`src/rtl/pin_change_irq.sv`:
```
module pin_change_irq #(
  parameter int PORT_W      = 8,
  parameter int TMR_W       = 8,
  parameter int SYNC_STAGES = 2
) (
  input  logic              clk,
  input  logic              rst_n,
  input  logic [PORT_W-1:0] port_in,
  input  logic [PORT_W-1:0] pin_is_din,
  input  logic              mask_we,
  input  logic [PORT_W-1:0] mask_wdata,
  output logic [PORT_W-1:0] mask_q,
  input  logic              tmr_tick,
  input  logic              tmr_we,
  input  logic [TMR_W-1:0]  tmr_wdata,
  output logic [TMR_W-1:0]  tmr_q,
  input  logic              chg_ie,
  input  logic              tmr_ie,
  input  logic              gie,
  input  logic              chg_clr,
  input  logic              tmr_clr,
  output logic              chg_flag,
  output logic              tmr_flag,
  output logic              irq
);
  localparam int ARM_W = SYNC_STAGES + 1;

  logic [SYNC_STAGES-1:0][PORT_W-1:0] sync_q;
  logic [PORT_W-1:0] pin_sync, last_q, chg_vec;
  logic [ARM_W-1:0]  arm_q;
  logic              armed, chg_any, tmr_wrap;

  assign pin_sync = sync_q[SYNC_STAGES-1];
  assign armed    = arm_q[ARM_W-1];
  assign chg_vec  = (pin_sync ^ last_q) & mask_q & pin_is_din;
  assign chg_any  = armed & (|chg_vec);
  assign tmr_wrap = tmr_tick & ~tmr_we & (&tmr_q);
  assign irq      = gie & ((chg_flag & chg_ie) | (tmr_flag & tmr_ie));

  always_ff @(posedge clk or negedge rst_n)
    if (!rst_n) begin
      sync_q <= '0;
      last_q <= '0;
      arm_q  <= '0;
    end else begin
      sync_q <= {sync_q[SYNC_STAGES-2:0], port_in};
      last_q <= pin_sync;
      arm_q  <= {arm_q[ARM_W-2:0], 1'b1};
    end

  always_ff @(posedge clk or negedge rst_n)
    if (!rst_n)       mask_q <= '0;
    else if (mask_we) mask_q <= mask_wdata;

  always_ff @(posedge clk or negedge rst_n)
    if (!rst_n)        tmr_q <= '0;
    else if (tmr_we)   tmr_q <= tmr_wdata;
    else if (tmr_tick) tmr_q <= tmr_q + 1'b1;

  always_ff @(posedge clk or negedge rst_n)
    if (!rst_n) begin
      chg_flag <= 1'b0;
      tmr_flag <= 1'b0;
    end else begin
      chg_flag <= chg_any  | (chg_flag & ~chg_clr);
      tmr_flag <= tmr_wrap | (tmr_flag & ~tmr_clr);
    end
endmodule

```
`config.mk`:
```
export PLATFORM = sky130hd
export DESIGN_NAME = pin_change_irq
export DESIGN_NICKNAME = d
export VERILOG_FILES = /design/src/rtl/pin_change_irq.sv
export SDC_FILE = /design/constraint.sdc
export NUM_CORES = 1
export LEC_CHECK = 0
export BUFFER_PORTS_ARGS = -buffer_cell sky130_fd_sc_hd__clkbuf_2
export CORE_ASPECT_RATIO = 1.75
export CORE_MARGIN = 2
export CORE_UTILIZATION = 30
export CTS_CLUSTER_SIZE = 28
export DETAILED_ROUTE_END_ITERATION = 12
export HOLD_SLACK_MARGIN = 0.06
export PLACE_DENSITY = 0.54
export SLEW_MARGIN = 20
export SYNTH_ARGS = -nofsm -noshare
export SYNTH_HDL_FRONTEND = slang
export SYNTH_SLANG_ARGS = --single-unit
export TNS_END_PERCENT = 30
```
`constraint.sdc`:
```
create_clock -name clk -period 1.8 [get_ports clk]
set_clock_uncertainty 0.2 [all_clocks]
set_input_delay 0.27 -clock clk [delete_from_list [all_inputs] [get_ports clk]]
set_output_delay 0.27 -clock clk [all_outputs]
set_load 0.005 [all_outputs]
```
==> metrics.txt <==
# TYPE chip_impl_metric gauge
chip_impl_metric{name="drt-vias-per-instance",unit=""} 4.491
chip_impl_metric{name="postSynthRegisterBits",unit=""} 45
chip_impl_metric{name="floorplan.initialDensity",unit="%"} 30.88
chip_impl_metric{name="setup_violations",unit=""} 0
chip_impl_info{name="synth_largest_area_cell",value="dfrtp_1"} 1
chip_impl_metric{name="antenna_found_initial",unit=""} 0
chip_impl_metric{name="ir_worst_vdd",unit="mV"} 0.5145
chip_impl_metric{name="synth.yosys.warnings",unit=""} 0
chip_impl_metric{name="critical_path_s_largest_stage_delay",unit="ns"} 0.42
chip_impl_metric{name="synthXorXnorAreaFrac",unit="%"} 8.096
chip_impl_metric{name="report.final.hold_viol_count",unit=""} 0
chip_impl_info{name="synth_top_area_cells",value="dfrtp_1 (69%), mux2_2 (5.6%), xnor2_1 (4.9%)"} 1
chip_impl_metric{name="global_route.overflow_total",unit=""} 0
chip_impl_metric{name="finalCriticalPeriod",unit="ns"} 1.514
chip_impl_metric{name="synthSimpleGateAreaFrac",unit="%"} 7.941
chip_impl_metric{name="maxCapViolations",unit=""} 0
chip_impl_metric{name="finalWirelength",unit="um"} 3185
chip_impl_metric{name="final_core_utilization",unit="%"} 45.57
chip_impl_info{name="min_path_type",value="register to register"} 1
chip_impl_metric{name="drt-wirelength-per-cell",unit="um"} 11.84
chip_impl_metric{name="synth_enable_flop_cells",unit=""} 0
chip_impl_metric{name="ratio_of_final_minimum_period_to_clock_period",unit="%"} 84.12
chip_impl_metric{name="ys_seq_area_share",unit="%"} 69.39
chip_impl_metric{name="arrival",unit="ns"} 1.04
chip_impl_info{name="synth_top_family_by_area",value="XOR/XNOR gates"} 1
chip_impl_metric{name="floorplan.io_pins",unit=""} 61
chip_impl_metric{name="synthToLayoutAreaGrowth",unit="%"} 47.57
chip_impl_metric{name="required",unit="ns"} 1.33
chip_impl_metric{name="proportion_of_synthesized_flip_flops_having_asynchronous_set_or_reset",unit="%"} 100.0
chip_impl_metric{name="die_height",unit="um"} 101.3
chip_impl_metric{name="core.rowCount",unit=""} 35
chip_impl_metric{name="dp_area",unit="um2"} 1987
chip_impl_metric{name="portion_of_netlist_area_occupied_by_mux_cells",unit="%"} 6.168
chip_impl_info{name="chain_of_cells_forming_the_critical_path",value="a22oi_1 -> nor2b_1 -> clkbuf_2"} 1
chip_impl_info{name="root_buffer",value="clkbuf_8"} 1
chip_impl_metric{name="track_usage",unit="%"} 11.72
chip_impl_info{name="crit_start_category",value="register"} 1
chip_impl_metric{name="synth_top_cell_area_share",unit="%"} 69.39
chip_impl_metric{name="synthesis.area_per_instance",unit="um2"} 13.52
chip_impl_metric{name="grt_pass1_wl",unit="um"} 5299
chip_impl_metric{name="ant_nets",unit=""} 0
chip_impl_info{name="synth_most_common_cell",value="dfrtp_1"} 1
chip_impl_info{name="path_class",value="register to output pin"} 1
chip_impl_info{name="critical_path.slowest_cell",value="dfrtp_1"} 1
chip_impl_metric{name="drt_pass1_iterations",unit=""} 4
chip_impl_metric{name="synth-adder-area-share",unit="%"} 0.7710
chip_impl_metric{name="final.setup.tns",unit="ns"} 0
chip_impl_metric{name="num_vias",unit=""} 1208
chip_impl_metric{name="postLayoutCellArea",unit="um2"} 2395
chip_impl_info{name="status",value="finished clean"} 1
chip_impl_metric{name="floorplan.die_area",unit="um2"} 6037
chip_impl_metric{name="finish.cell_count_without_fillers",unit=""} 269
chip_impl_info{name="netlist_top_cells_count",value="dfrtp_1 (45), nand2_1 (19), xnor2_1 (9)"} 1
chip_impl_metric{name="max_clock_freq",unit="MHz"} 660.4
chip_impl_metric{name="clk-insertion-delay-late",unit="ns"} 0.30
chip_impl_metric{name="path_clk_slew",unit="ns"} 0.09
chip_impl_metric{name="finish.net_count",unit=""} 256
chip_impl_metric{name="syn-instance-count",unit=""} 120
chip_impl_metric{name="layout-drive-gt1-share",unit="%"} 36.45
chip_impl_metric{name="h-tree-depth",unit=""} 2
chip_impl_metric{name="dieWidth",unit="um"} 59.60
chip_impl_info{name="cts_tree",value="yes"} 1
chip_impl_metric{name="drv_slew",unit=""} 0
chip_impl_metric{name="detailedPlace.worstSlack",unit="ns"} 0.3663
chip_impl_metric{name="synth.distinct_cells",unit=""} 22
chip_impl_metric{name="synth_compound_gate_area_share",unit="%"} 5.705
chip_impl_metric{name="leakagePower",unit="nW"} 1.143
chip_impl_info{name="yosys_most_used_dff",value="dfrtp_1"} 1
chip_impl_metric{name="cts_made_buffers",unit=""} 5
chip_impl_metric{name="postCtsResizedCells",unit=""} 0
chip_impl_metric{name="mappedNetlistNets",unit=""} 163
chip_impl_info{name="cp-end-kind",value="output pin"} 1
chip_impl_metric{name="place_hpwl",unit="um"} 2291
chip_impl_metric{name="buffer_ports.inserted",unit=""} 60
chip_impl_metric{name="post-route-worst-setup-slack",unit="ns"} 0.2858
chip_impl_metric{name="power_density",unit="nW/um2"} 963.5
chip_impl_metric{name="cp_max_fo",unit=""} 3
chip_impl_metric{name="placed_cells_incl_taps",unit=""} 234
chip_impl_metric{name="cts_buffer_depth",unit=""} 2
chip_impl_metric{name="grt_pass1_vias",unit=""} 1213
chip_impl_metric{name="detailedRoute.firstIterationViolations",unit=""} 8
chip_impl_metric{name="core_region_area",unit="um2"} 5255
chip_impl_metric{name="num_antenna_cells",unit=""} 0
chip_impl_metric{name="total_standard_cell_area_after_synthesis",unit="um2"} 1623
chip_impl_metric{name="drc",unit=""} 0
chip_impl_metric{name="final_wtd_congestion",unit=""} 0.6984
chip_impl_metric{name="grt_max_degree",unit=""} 26
chip_impl_info{name="grt_setup_unrepaired",value="false"} 1
chip_impl_metric{name="cts.sink_count",unit=""} 45
where the power goes:
group	leakage [nW]	total [W]	internal [W]	switching [W]
clock	0.0687	0.000899	0.000558	0.000340
combinational	0.543	0.000270	0.000162	0.000108
sequential	0.531	0.00114	0.00108	0.0000567
per-stage QoR:
stage | power, W | hold slack [ns]
3_3_place_gp | 0.001384 | -0.04603
6_report | 0.002307 | 0.1449
2_1_floorplan | 0.001253 | -0.2256
5_1_grt | 0.002437 | 0.1667
3_5_place_dp | 0.001388 | -0.04412
4_1_cts | 0.002348 | 0.1450
cells by family (layout without fill, tap and decap cells):
family | count (synthesis) | count (layout)
simple gates | 28 | 28
xor+xnor | 15 | 15
fa+ha+maj | 1 | 1
other cells | 1 | 1
mux | 9 | 9
compound gates | 16 | 16
flops | 45 | 45
buf+inv | 5 | 99
sequential cells by signal (all words and copies together), names as in the netlist:
| name | cells |
|---|---|
| chg_flag | 1 |
| pin_sync | 8 |
| mask_q | 8 |
| sync_q | 8 |
| tmr_q | 8 |
| last_q | 8 |
| arm_q | 3 |
| tmr_flag | 1 |
worst max-delay path: cells and delay by family, from the launching register on:
family	cells	cell delay (ns)
buffers and inverters	1	0.11
and+or+nand+nor	1	0.06
AOI/OAI and AO/OA	1	0.17
DFF	1	0.42
repair_timing:
item,4_1_cts,5_1_grt
hold endpoints to repair,71,0
setup buffers,0,0
hold buffers,27,0
placed cells by master, fill, tap and decap left out:
cell / n
a22oi_1: 1
and3_1: 3
buf_4: 2
bufinv_16: 2
clkbuf_2: 60
clkbuf_8: 5
conb_1: 1
dfrtp_1: 45
dlygate4sd3_1: 27
ha_1: 1
inv_1: 2
inv_6: 1
mux2_2: 8
mux2i_1: 1
nand2_1: 19
nand3_1: 1
nand4_1: 3
nand4b_1: 1
nor2b_1: 1
o21ai_0: 5
o21ai_1: 4
o22ai_1: 5
o41ai_1: 1
xnor2_1: 9
xor2_1: 6
final timing paths:
check | from | to | slack (ns) | cells past startpoint
worst min register to register | arm_q[0] | arm_q[1] | 0.14 | 0
min in group asynchronous | rst_n | tmr_q[4] | 0.18 | 2
worst max-delay path | tmr_flag | irq | 0.29 | 3
max in group asynchronous | rst_n | sync_q[2] | 0.63 | 3
worst min-delay path | arm_q[0] | arm_q[1] | 0.14 | 0
worst max register to register | tmr_q[0] | tmr_q[6] | 0.34 | 5
metal layers:
metal	share of wire (%)	vias up	GRT usage (%)
li1	-	588	-
met1	42	558	13.96
met2	49	57	19.53
met3	7.2	5	3.065
met4	1.7	0	5.128
met5	0	-	0
area by class of cell:
type,count,area [um2]
clock buffer,5,68.82
timing repair buffer,89,585.6
tap,55,68.82
clock inverter,3,68.82
multi-input combinational,70,469.2
inverter,2,7.507
fill,501,2860
sequential,45,1126
(Power assumes the default switching activity.)
